## src/rtl/uirq_pkg.sv

```systemverilog
package uirq_pkg;
   // Default geometry of the event set
   localparam int unsigned UIRQ_EVT_N  = 8;
   localparam int unsigned UIRQ_RX_W   = 6;

   // Event source positions (software-visible bit order)
   typedef enum int unsigned {
      EV_PARITY  = 0,
      EV_BREAK   = 1,
      EV_FRAMING = 2,
      EV_OVERRUN = 3,
      EV_RXBYTE  = 4,
      EV_RXTMO   = 5,
      EV_TXIDLE  = 6,
      EV_TXSPACE = 7
   } uirq_evt_e;

   // Register selected by the current access
   typedef enum logic [2:0] {
      REG_NONE,
      REG_PEND,
      REG_MASK,
      REG_ACK,
      REG_FORCE
   } uirq_reg_e;
endpackage

```

## src/rtl/uirq_decode.sv

```systemverilog
module uirq_decode
   import uirq_pkg::*;
#(
   parameter int unsigned ADDR_W = 12,
   parameter int unsigned DATA_W = 32,
   parameter int unsigned N      = UIRQ_EVT_N,
   parameter logic [ADDR_W-1:0] OFS_PEND  = 12'hFE0,
   parameter logic [ADDR_W-1:0] OFS_MASK  = 12'hFE4,
   parameter logic [ADDR_W-1:0] OFS_ACK   = 12'hFE8,
   parameter logic [ADDR_W-1:0] OFS_FORCE = 12'hFEC
)(
   input  logic              req_i,
   input  logic              we_i,
   input  logic [ADDR_W-1:0] addr_i,
   input  logic [DATA_W-1:0] wdata_i,
   output uirq_reg_e         sel_o,
   output logic              rd_o,
   output logic              mask_wr_o,
   output logic [N-1:0]      mask_d_o,
   output logic [N-1:0]      ack_o,
   output logic [N-1:0]      force_o
);
   localparam int unsigned WA_W = ADDR_W - 2;

   logic [WA_W-1:0] waddr;
   logic [N-1:0]    wbits;
   logic            wr;

   assign waddr = addr_i[ADDR_W-1:2];
   assign wbits = wdata_i[N-1:0];
   assign wr    = req_i & we_i;
   assign rd_o  = req_i & ~we_i;

   generate
      if (DATA_W > N) begin : g_spare
         logic unused_hi;
         assign unused_hi = ^{wdata_i[DATA_W-1:N], addr_i[1:0]};
      end else begin : g_nospare
         logic unused_lo;
         assign unused_lo = ^addr_i[1:0];
      end
   endgenerate

   always_comb begin
      sel_o = REG_NONE;
      if (waddr == OFS_PEND[ADDR_W-1:2])       sel_o = REG_PEND;
      else if (waddr == OFS_MASK[ADDR_W-1:2])  sel_o = REG_MASK;
      else if (waddr == OFS_ACK[ADDR_W-1:2])   sel_o = REG_ACK;
      else if (waddr == OFS_FORCE[ADDR_W-1:2]) sel_o = REG_FORCE;
   end

   assign mask_wr_o = wr && (sel_o == REG_MASK);
   assign mask_d_o  = wbits;
   assign ack_o     = (wr && (sel_o == REG_ACK))   ? wbits : '0;
   assign force_o   = (wr && (sel_o == REG_FORCE)) ? wbits : '0;
endmodule

```

## src/rtl/uirq_cell.sv

```systemverilog
module uirq_cell (
   input  logic clk,
   input  logic rst_n,
   input  logic evt_i,
   input  logic ack_i,
   input  logic force_i,
   output logic q_o
);
   // A new event or a forced set takes priority over an acknowledge
   always_ff @(posedge clk or negedge rst_n) begin
      if (!rst_n) q_o <= 1'b0;
      else        q_o <= force_i | evt_i | (q_o & ~ack_i);
   end
endmodule

```

## src/rtl/uirq_mask.sv

```systemverilog
module uirq_mask #(
   parameter int unsigned N = 8
)(
   input  logic         clk,
   input  logic         rst_n,
   input  logic         wr_i,
   input  logic [N-1:0] d_i,
   output logic [N-1:0] q_o
);
   always_ff @(posedge clk or negedge rst_n) begin
      if (!rst_n)    q_o <= '0;
      else if (wr_i) q_o <= d_i;
   end
endmodule

```

## src/rtl/uirq_line.sv

```systemverilog
module uirq_line #(
   parameter int unsigned N          = 8,
   parameter bit          REGISTERED = 1'b1
)(
   input  logic         clk,
   input  logic         rst_n,
   input  logic [N-1:0] pend_i,
   input  logic [N-1:0] mask_i,
   output logic         irq_o
);
   logic any_live;
   assign any_live = |(pend_i & mask_i);

   generate
      if (REGISTERED) begin : g_flop
         always_ff @(posedge clk or negedge rst_n) begin
            if (!rst_n) irq_o <= 1'b0;
            else        irq_o <= any_live;
         end
      end else begin : g_comb
         logic unused_clk;
         assign unused_clk = clk ^ rst_n;
         assign irq_o = any_live;
      end
   endgenerate
endmodule

```

## src/rtl/uart_irq_ctrl.sv

```systemverilog
module uart_irq_ctrl
   import uirq_pkg::*;
#(
   parameter int unsigned ADDR_W  = 12,
   parameter int unsigned DATA_W  = 32,
   parameter int unsigned N_EVT   = UIRQ_EVT_N,
   parameter bit          IRQ_REG = 1'b1,
   parameter logic [ADDR_W-1:0] OFS_PEND  = 12'hFE0,
   parameter logic [ADDR_W-1:0] OFS_MASK  = 12'hFE4,
   parameter logic [ADDR_W-1:0] OFS_ACK   = 12'hFE8,
   parameter logic [ADDR_W-1:0] OFS_FORCE = 12'hFEC
)(
   input  logic              clk,
   input  logic              rst_n,
   input  logic [N_EVT-1:0]  evt_i,
   input  logic              req_i,
   input  logic              we_i,
   input  logic [ADDR_W-1:0] addr_i,
   input  logic [DATA_W-1:0] wdata_i,
   output logic [DATA_W-1:0] rdata_o,
   output logic              irq_o
);
   initial begin
      assert (N_EVT >= 1 && N_EVT <= DATA_W)
         else $fatal(1, "N_EVT must be between 1 and DATA_W");
      assert (ADDR_W >= 3)
         else $fatal(1, "ADDR_W too small for word registers");
      assert (OFS_PEND[1:0] == 2'b00 && OFS_MASK[1:0] == 2'b00 &&
              OFS_ACK[1:0] == 2'b00 && OFS_FORCE[1:0] == 2'b00)
         else $fatal(1, "register offsets must be word aligned");
   end

   uirq_reg_e      sel;
   logic           rd;
   logic           mask_wr;
   logic [N_EVT-1:0] mask_d;
   logic [N_EVT-1:0] ack;
   logic [N_EVT-1:0] frc;
   logic [N_EVT-1:0] status_q;
   logic [N_EVT-1:0] enable_q;
   logic [DATA_W-1:0] rmux;
   logic [DATA_W-1:0] rdata_q;

   uirq_decode #(
      .ADDR_W(ADDR_W), .DATA_W(DATA_W), .N(N_EVT),
      .OFS_PEND(OFS_PEND), .OFS_MASK(OFS_MASK),
      .OFS_ACK(OFS_ACK), .OFS_FORCE(OFS_FORCE)
   ) u_dec (
      .req_i(req_i), .we_i(we_i), .addr_i(addr_i), .wdata_i(wdata_i),
      .sel_o(sel), .rd_o(rd), .mask_wr_o(mask_wr), .mask_d_o(mask_d),
      .ack_o(ack), .force_o(frc)
   );

   genvar gi;
   generate
      for (gi = 0; gi < N_EVT; gi++) begin : g_bit
         uirq_cell u_cell (
            .clk(clk), .rst_n(rst_n), .evt_i(evt_i[gi]),
            .ack_i(ack[gi]), .force_i(frc[gi]), .q_o(status_q[gi])
         );
      end
   endgenerate

   uirq_mask #(.N(N_EVT)) u_mask (
      .clk(clk), .rst_n(rst_n), .wr_i(mask_wr), .d_i(mask_d), .q_o(enable_q)
   );

   uirq_line #(.N(N_EVT), .REGISTERED(IRQ_REG)) u_line (
      .clk(clk), .rst_n(rst_n), .pend_i(status_q), .mask_i(enable_q),
      .irq_o(irq_o)
   );

   always_comb begin
      rmux = '0;
      case (sel)
         REG_PEND: rmux = DATA_W'(status_q);
         REG_MASK: rmux = DATA_W'(enable_q);
         default:  rmux = '0;
      endcase
   end

   always_ff @(posedge clk or negedge rst_n) begin
      if (!rst_n)  rdata_q <= '0;
      else if (rd) rdata_q <= rmux;
   end

   assign rdata_o = rdata_q;
endmodule

```

## config.mk

```make
export PLATFORM = sky130hd
export DESIGN_NAME = uart_irq_ctrl
export DESIGN_NICKNAME = d
export VERILOG_FILES = /design/src/rtl/uirq_pkg.sv /design/src/rtl/uirq_decode.sv /design/src/rtl/uirq_cell.sv /design/src/rtl/uirq_mask.sv /design/src/rtl/uirq_line.sv /design/src/rtl/uart_irq_ctrl.sv
export SDC_FILE = /design/constraint.sdc
export NUM_CORES = 1
export LEC_CHECK = 0
export BUFFER_PORTS_ARGS = -buffer_cell sky130_fd_sc_hd__buf_2
export CORE_AREA = 2 2 60 62
export DETAILED_ROUTE_END_ITERATION = 12
export DIE_AREA = 0 0 62 64
export PLACE_DENSITY = 0.91
export SLEW_MARGIN = 20
export SYNTH_ARGS = -nofsm -noshare
export SYNTH_HDL_FRONTEND = slang
export SYNTH_SLANG_ARGS = --single-unit
```

## constraint.sdc

```tcl
create_clock -name clk -period 2 [get_ports clk]
set_input_delay 0.3 -clock clk [delete_from_list [all_inputs] [get_ports clk]]
set_output_delay 0.3 -clock clk [all_outputs]
set_load 0.01 [all_outputs]
```

# == Yosys cells after proc, flatten, opt, wreduce, memory -nomap -nowiden ==
# Index checks and enable logic that the tools add are counted.
# word_totals
out_inout_bits,33
word_cells,66
register_bits,49
in_bits,56
# op_classes
n_bitwise,36
n_mux,7
n_reduce_logical,4
eq_ne,8
# op_table
cell,count
10-bit == test (second input constant),4
8-bit 2-to-1 mux,2
1-bit OR,16
8-bit case mux with 2 select lines,1
3-bit 2-to-1 mux,4
1-bit AND,10
1-bit inverter,9
8-bit AND,1
8-bit OR reduction,1
3-bit by 2-bit == test with 1-bit output (second input constant),2
3-bit by 1-bit == test with 1-bit output (second input constant),1
3-bit == test (second input constant),1
1-bit logical AND,3

# == Depth between registers and ports, before layout ==
# Gate-level depths: netlist (run 1).
# depth
word_depth,11
ltp_mapped,5
depth_no_buf,3

# == By module ==
# From an unflattened synthesis (run 1), not the netlist that was laid out.
# hier_totals
cells_unflattened,173
hier_area_um2,1795.5
# modules_own_cells
module,area_each_um2,seq_area_each_um2,cells_per_inst,instances
uart_irq_ctrl,679.4,200.2,70,1
uirq_decode,422.9,0.0,48,1
uirq_mask,331.6,200.2,17,1
uirq_cell,37.5,25.0,4,8
uirq_line,61.3,25.0,6,1

# == Worst setup path after synthesis (run 1) ==
# Ideal clock, no wire load.
# synth_timing
path_type,input-to-reg
startpoint,in addr_i[4]
endpoint,reg u_mask.q_o[0]
n_path_buf,1
setup_slack_ns,0.571
arrival_time_ns,1.304
stages,4
required_time_ns,1.875
setup_time_ns,0.125
path_cell_list,nand4b_1 > buf_6 > nor3_4 > mux2_2
# synth_via
elab_chain_len,7
elab_cells_between_ends,10
classes_between,eq/ne: 5; mux: 4; reduce/logical: 1
# synth_lines
item,line_no,source
start: declaration,uart_irq_ctrl.sv:18,"input logic [ADDR_W-1:0] addr_i,"
10-bit == test,uirq_decode.sv:49,else if (waddr == OFS_FORCE[ADDR_W-1:2]) sel_o = REG_FORCE;
3-bit 2-to-1 mux,uirq_decode.sv:49,
3-bit 2-to-1 mux,uirq_decode.sv:48,else if (waddr == OFS_ACK[ADDR_W-1:2]) sel_o = REG_ACK;
3-bit 2-to-1 mux,uirq_decode.sv:47,else if (waddr == OFS_MASK[ADDR_W-1:2]) sel_o = REG_MASK;
3-bit 2-to-1 mux (*),uirq_decode.sv:46,if (waddr == OFS_PEND[ADDR_W-1:2]) sel_o = REG_PEND;
3-bit by 2-bit == test with 1-bit output (*),uirq_decode.sv:52,assign mask_wr_o = wr && (sel_o == REG_MASK);
1-bit logical AND (*),uirq_decode.sv:52,
end signal: assignment,uirq_mask.sv:12,else if (wr_i) q_o <= d_i;
end: declaration,uirq_mask.sv:8,output logic [N-1:0] q_o
# Mark *: on every way between the ends. The rest lies on a longest branch, timed or not.
# A chain may end at the register's enable or synchronous reset.

# == Final worst setup path (run 1) ==
# layout_timing
startpoint,in addr_i[4]
endpoint,reg g_bit[4].u_cell.q_o
# layout_via
elab_chain_len,11
elab_cells_between_ends,18
classes_between,eq/ne: 6; mux: 6; bitwise: 4; reduce/logical: 2
# layout_lines
item,line_no,source
10-bit == test,uirq_decode.sv:49,
3-bit 2-to-1 mux,uirq_decode.sv:49,
3-bit 2-to-1 mux,uirq_decode.sv:48,
3-bit 2-to-1 mux,uirq_decode.sv:47,
3-bit 2-to-1 mux (*),uirq_decode.sv:46,
3-bit by 2-bit == test with 1-bit output,uirq_decode.sv:54,assign ack_o = (wr && (sel_o == REG_ACK)) ? wbits : '0;
1-bit logical AND,uirq_decode.sv:54,
8-bit 2-to-1 mux,uirq_decode.sv:54,
1-bit inverter,uirq_cell.sv:12,else q_o <= force_i | evt_i | (q_o & ~ack_i);
1-bit AND,uirq_cell.sv:12,
1-bit OR (*),uirq_cell.sv:12,
end signal: assignment,uirq_cell.sv:12,
end: declaration,uirq_cell.sv:7,output logic q_o
# Marked as above.

==> results by group, run 1 <==
Yosys
  – Top FF cell, synth: dfrtp_1
  – Unique masters post-synth: 21
  – Yosys warning count: 0
  – Synth Cell Area: ~0.0014 sq mm
  – EDFF count, synth: 0
  – Synth async-reset ratio: 100%
  – Register area share after synthesis: a little over two fifths
  – Synth area leader: dfrtp_1
  – Most frequent cells after synthesis: 25 x dfrtp_1, 24 x buf_4
  – Syn Inst Count: ~130
  – Avg Inst Size Synth: 11.4 sq um
  – Count leader, synth: dfrtp_1
  – Most area-consuming cells after synthesis: dfrtp_1 44%, buf_4 13%, mux2_2 6.3%
  – #FFs+latches synth: 25
  – Synth top area share: roughly 44%

Clocking
  – CTS H-tree depth: 1
  – Clock Pin Slew Worst Setup and Hold Paths: 0.13 ns
  – Clock buffer depth: 2
  – Cts hold-fix bufs: 1
  – Post-cts resize count: 0
  – CTS tree: yes
  – Clock Tree Root: clkbuf_4
  – Clock Sinks: 25
  – Clk_lat worst skew: just over 0.3 ns
  – Post-CTS Setup Bufs: 0
  – CTS buffer count: 3

Place
  – DPL Wire Length: 2.03 mm
  – I/O Buffers: 38
  – Gpl congestion: approximately 0.74

STA
  – Hold WS: around 0.18 ns
  – Shortest period the worst path allows: roughly 1.4 ns
  – F_max: 728 MHz
  – Skew final: between 0.0015 and 0.002 ns
  – Final hold violation count: 0
  – RSZ-0062 raised after global routing: false
  – Max-slew violations: 0
  – Slew @ Worst Pin: 0.568 ns
  – Fin crit share: between 60 and 70%
  – Setup_tns: 0 ns
  – Max_slew headroom: 61.9%
  – Final Setup Violations: 0

Setup path
  – CP Cell Sequence: buf_2 -> nand4b_1 -> buf_4 -> nor3_2 -> a311o_1
  – Slowest cell on crit path: nor3_2
  – Required time of the critical path: 2.25 ns
  – Crit path DAT: roughly 1.6 ns
  – Max stage delay on crit path: between 0.4 and 0.5 ns
  – CP endpoint kind: flop
  – CP max FO: 9
  – Element type at the critical path start: primary input
  – Crit path kind: primary input to flop

Layout
  – Layout cells sized above 1: about two fifths
  – Fillers: roughly 330
  – Final nets: between 200 and 250
  – Diode count: 0
  – Synthesis-to-layout area growth: 12.1%

Routing
  – Drt drc: 0
  – Final WL: about 2.6 mm
  – DRT iter0 DRCs: 9
  – Vias: about 1000
  – Final ANT Viol Nets: 0
  – Avg Vias per Cell: 4.78
  – 1st-pass router iterations: 4
  – Routed WL per cell: ~12 microns

Global routing
  – Largest net degree at the start of global routing: 26
  – Total gr overflow: 0
  – Tot GR Track Use: between 10% and 20%
  – Initial antenna violation count: 0
  – First-pass GRT wire length: 4.28 mm
  – Vias in the first global route: 965

Die
  – Number of I/O pins: 89
  – CORE AREA: ~0.0033 sq mm
  – Die Y: 64 microns
  – Initial Util: roughly 43%
  – Row count: 21
  – Die width: around 62 microns
  – Die area: around 0.0040 sq mm

Job
  – Max-cap check violation count: 0

Pwr
  – Internal: 0.000619 W
  – Clock power frac: about a quarter
  – Worst VDD drop: about 0.34 mV
  – PD cells: 521 mW/mm^2
  – Sw Ratio: around 26%
  – Sw power: around 0.00021 W
  – Sequential share of power: 61.2%
  – Combinational Power Share: around 13%
  – Leakage: a little under 0.8 nW

Outcome
  – Status: complete, no violations

Hold path
  – Min-delay worst type: primary input to flop
-- routing by layer --
metal  vias up  part of all wire [%]  global-route usage, %  wire (microns)
li1        489                     -                      -               -
met1       477                    45                   18.9            1170
met2        35                    48                   23.7            1260
met3         2                   6.2                   2.02             162
met4         0                  0.35                   3.99               9
met5         -                     0                      0               0
-- worst paths after layout --
| path | slack, ns | end | depth (start not counted) | start |
|---|---|---|---|---|
| max in group asynchronous | 1.14 | rdata_o[5] | 2 | rst_n |
| min in group asynchronous | 0.50 | g_bit[5].u_cell.q_o | 2 | rst_n |
| max reg2reg | 1.04 | g_bit[4].u_cell.q_o | 2 | g_bit[4].u_cell.q_o |
| min reg2reg | 0.49 | rdata_o[4] | 2 | rdata_o[4] |
| min | 0.18 | g_bit[6].u_cell.q_o | 2 | evt_i[6] |
| max | 0.63 | g_bit[4].u_cell.q_o | 5 | addr_i[4] |
-- state kept, by name, indices dropped and copies added, names as in the netlist --
name / flops
u_line.irq_o: 1
rdata_o: 8
g_bit.u_cell.q_o: 8
u_mask.q_o: 8
-- critical path, delay by kind of cell --
| kind | cells | cell delay (ns) |
|---|---|---|
| buffers and inverters | 2 | 0.33 |
| and+or+nand+nor | 2 | 0.73 |
| AOI/OAI and AO/OA | 1 | 0.26 |
-- power groups by stage --
stage          sequential (W)  clock [W]  combinational (W)
3_3_place_gp         0.000519          0           0.000102
3_5_place_dp         0.000520          0           0.000104
5_1_grt              0.000510   0.000251           0.000120
2_1_floorplan        0.000520          0          0.0000874
6_report             0.000510   0.000218           0.000105
4_1_cts              0.000510   0.000233           0.000106
-- cell type report --
type / count / area (sq um) / area share (%)
clock inverters: 1 / 5.00 / 0.313
well taps: 46 / 57.6 / 3.60
flip-flops and latches: 25 / 626 / 39.1
multi-input cells: 85 / 636 / 39.7
inverters: 8 / 30.0 / 1.88
repair buffers: 42 / 223 / 13.9
clock buffers: 3 / 22.5 / 1.41
-- cell usage in the layout, fill, tap and decap left out, types with 8 or more instances in the layout --
cell type,instances
buf_2,38
dfrtp_1,25
conb_1,24
inv_1,8
o41a_1,8
a311o_1,8
mux2i_1,8
nand2_1,8
o21ai_2,8
mux2_2,8
-- cells by family (layout without fill, tap and decap cells) --
group / count (synthesis) / count (layout) / synth area share, %
buffers and inverters: 38 / 54 / 17.6
other: 1 / 24 / 0.263
flip-flops: 25 / 25 / 43.9
AND/OR/NAND/NOR: 17 / 17 / 7.37
multiplexers: 16 / 16 / 11.9
AO/OA/AOI/OAI: 28 / 28 / 18.9
-- per-stage QoR --
stage / utilization (%) / cell area, sq um / setup WS [ns] / std cells / power [W]
5_1_grt: 48.7 / 1600 / 0.486 / 210 / 0.000881
4_1_cts: 48.7 / 1600 / 0.621 / 210 / 0.000849
2_1_floorplan: - / 1510 / 0.571 / 148 / 0.000607
3_5_place_dp: 47.5 / 1560 / 0.286 / 205 / 0.000623
6_report: 48.7 / 1600 / 0.626 / 210 / 0.000833
3_3_place_gp: 47.5 / 1560 / 0.315 / 205 / 0.000621
Power figures use the tool's default switching activity.
==> inputs of run 2 (changes only) <==
--- a/config.mk
+++ b/config.mk
@@ -6,10 +6,10 @@
 export NUM_CORES = 1
 export LEC_CHECK = 0
 export BUFFER_PORTS_ARGS = -buffer_cell sky130_fd_sc_hd__buf_2
-export CORE_AREA = 2 2 60 62
+export CORE_AREA = 2 2 62 64
 export DETAILED_ROUTE_END_ITERATION = 12
-export DIE_AREA = 0 0 62 64
-export PLACE_DENSITY = 0.91
+export DIE_AREA = 0 0 64 66
+export PLACE_DENSITY = 0.86
 export SLEW_MARGIN = 20
 export SYNTH_ARGS = -nofsm -noshare
 export SYNTH_HDL_FRONTEND = slang
==> constraint.sdc (replaced) <==
create_clock -name clk -period 1.4 [get_ports clk]
set_input_delay 0.21 -clock clk [delete_from_list [all_inputs] [get_ports clk]]
set_output_delay 0.21 -clock clk [all_outputs]
set_load 0.01 [all_outputs]
==> run 2 against run 1 <==
  * Die area is 6.5% higher
  * Utilization decreased by 2.4 points
  * Sequential share of layout area shrank 1.1 points
  * Via count rose by 3.7%
  * Non-clock buffer count grew 4
  * Global-route usage increased by 0.29 points
  * Register-to-register slack worse by 0.60 ns
  * Sequential power up 43%
  * Power increased by 46%
  * Count of clock-buffer cells in the layout unchanged
  * Critical path type unchanged
  * Largest power group unchanged
==> results by group, run 2 (same netlist as run 1, synthesis figures left out) <==
Die
  – Die width: 64 microns (+3.2%)
  – Number of I/O pins: 89 (unchanged)
  – Initial Util: 40.2% (-3.3 points)
  – Die Y: 66 microns (+3.1%)
  – CORE AREA: 0.00355 sq mm (+8.1%)
  – Row count: 22 (+4.8%)
  – Die area: 0.00422 sq mm (+6.5%)

Clocking
  – Clock Pin Slew Worst Setup and Hold Paths: 0.15 ns (+0.02 ns)
  – Post-cts resize count: 0 (unchanged)
  – Clk_lat worst skew: 0.32 ns (about the same)
  – CTS H-tree depth: 1 (unchanged)
  – Clock buffer depth: 2 (unchanged)
  – Clock Sinks: 25 (unchanged)
  – CTS buffer count: 3 (unchanged)
  – Clock Tree Root: clkbuf_4
  – CTS tree: yes

Routing
  – Final ANT Viol Nets: 0 (unchanged)
  – Routed WL per cell: 13.3 microns (+7.0%)
  – 1st-pass router iterations: 4 (unchanged)
  – Vias: 1040 (+3.7%)
  – DRT iter0 DRCs: 23 (+14)
  – Final WL: 2.86 mm (+10%)
  – Drt drc: 0 (unchanged)
  – Avg Vias per Cell: 4.81 (+0.81%)

Place
  – I/O Buffers: 38 (unchanged)
  – DPL Wire Length: 2.22 mm (+9.5%)
  – Worst slack, placed: -0.128 ns (-0.414 ns)
  – Gpl congestion: 0.755 (+2.1%)
  – Dpl cell area: 0.00161 sq mm (+2.9%)

STA
  – RSZ-0062 raised after global routing: false
  – Max-slew violations: 0 (unchanged)
  – Final Worst Setup Slack: 0.217 ns (-0.410 ns)
  – Shortest period the worst path allows: between 1 and 1.5 ns
  – Skew final: 0.00898 ns (+0.00735 ns)
  – Fin crit share: 84.5%
  – Slew @ Worst Pin: 0.556 ns (-0.0125 ns)
  – F_max: 845 MHz
  – Max_slew headroom: 62.7% (+0.84 points)
  – Setup_tns: 0 ns (unchanged)
  – Final Setup Violations: 0 (unchanged)
  – Final hold violation count: 0 (unchanged)

Pwr
  – PD cells: 738 mW/mm^2 (+42%)
  – Leakage: 0.817 nW (+2.6%)
  – Tot Pwr: 0.00121 W (+46%)
  – Worst VDD drop: 0.466 mV (+37%)

Setup path
  – Reg2reg start: g_bit[4].u_cell.q_o
  – Crit path DAT: 1.39 ns (-0.24 ns)
  – Critical path origin: addr_i[4]
  – Crit path kind: primary input to flop
  – Required time of the critical path: 1.61 ns (-0.64 ns)
  – CP endpoint kind: flop
  – CP max FO: 10 (+1)
  – Element type at the critical path start: primary input

Hold path
  – Min-delay worst type: primary input to flop
  – HP Start: evt_i[6]

Job
  – Max-cap check violation count: 0 (unchanged)

Global routing
  – First-pass GRT wire length: 4.73 mm (+10%)
  – Largest net degree at the start of global routing: 26 (unchanged)
  – Vias in the first global route: 975 (+1.0%)
  – Initial antenna violation count: 0 (unchanged)
  – Tot GR Track Use: 14.6% (+0.29 points)
  – Total gr overflow: 0 (unchanged)

Layout
  – Fillers: 351 (+5.1%)
  – Most common cell after layout, fill and taps aside: buf_2
  – Final nets: 225 (+1.8%)
  – Diode count: 0 (unchanged)
  – Commonest non-fill, non-tap cells in the layout: 38 x buf_2, 25 x dfrtp_1, 24 x conb_1
  – Layout cells sized above 1: 39.9% (+1.5 points)
  – Synthesis-to-layout area growth: 15.3%
  – Finished Cell Area: 0.00164 sq mm (+2.8%)

Outcome
  – Status: complete, no violations
run 2: cell types whose count changed in the layout (fill, tap and decap cells not counted):
cell / previous run / this run
buf_4: 3 / 6
buf_12: 0 / 1
run 2: area by class of cell:
class,instances,area (sq um),share of cell area [%]
tap,48,60.1,3.65
timing repair buffer,46,265,16.1
clock buffer,3,22.5,1.37
multi-input combinational,85,636,38.7
inverter,8,30.0,1.83
clock inverter,1,5.00,0.304
sequential,25,626,38.1
run 2: worst paths after layout:
| kind | to | slack [ns] | cells after the start |
|---|---|---|---|
| min reg2reg | rdata_o[6] | 0.49 | 2 |
| max in group asynchronous | rdata_o[5] | 0.63 | 2 |
| min in group asynchronous | g_bit[6].u_cell.q_o | 0.40 | 2 |
| max reg2reg | g_bit[4].u_cell.q_o | 0.44 | 2 |
| min | g_bit[6].u_cell.q_o | 0.08 | 2 |
| max | g_bit[4].u_cell.q_o | 0.22 | 5 |
run 2: what timing repair did:
item | 4_1_cts | 5_1_grt
endpoints found under the hold margin | 25 | 0
setup buffers | 0 | 0
hold buffers | 1 | 0
run 2: metal layers:
| metal | up-vias | routed length [microns] | track usage [%] |
|---|---|---|---|
| met1 | 492 | 1210 | 19.7 |
| met3 | 2 | 200 | 3.24 |
| met5 | - | 0 | 0 |
| met2 | 43 | 1430 | 23.4 |
| li1 | 503 | - | - |
| met4 | 0 | 14 | 4.08 |
run 2: worst max-delay path: stages:
cell and delay [ns]:
buf_2 0.09, nand4b_1 0.19, buf_4 0.21, o41a_1 0.37
a311o_1 0.32
run 2: power by group:
group	switching, W	internal, W
Combinational	0.000100	0.0000556
Clock	0.000222	0.000107
Sequential	0.00000194	0.000726
run 2: stage by stage:
stage               util [%]  hold slack (ns)  cells
global placement        45.2            0.219    211
floorplan                  -          -0.0856    148
CTS                     46.3           0.0743    216
global route            46.3           0.0637    216
finish                  46.3           0.0798    216
detailed placement      45.2            0.233    211
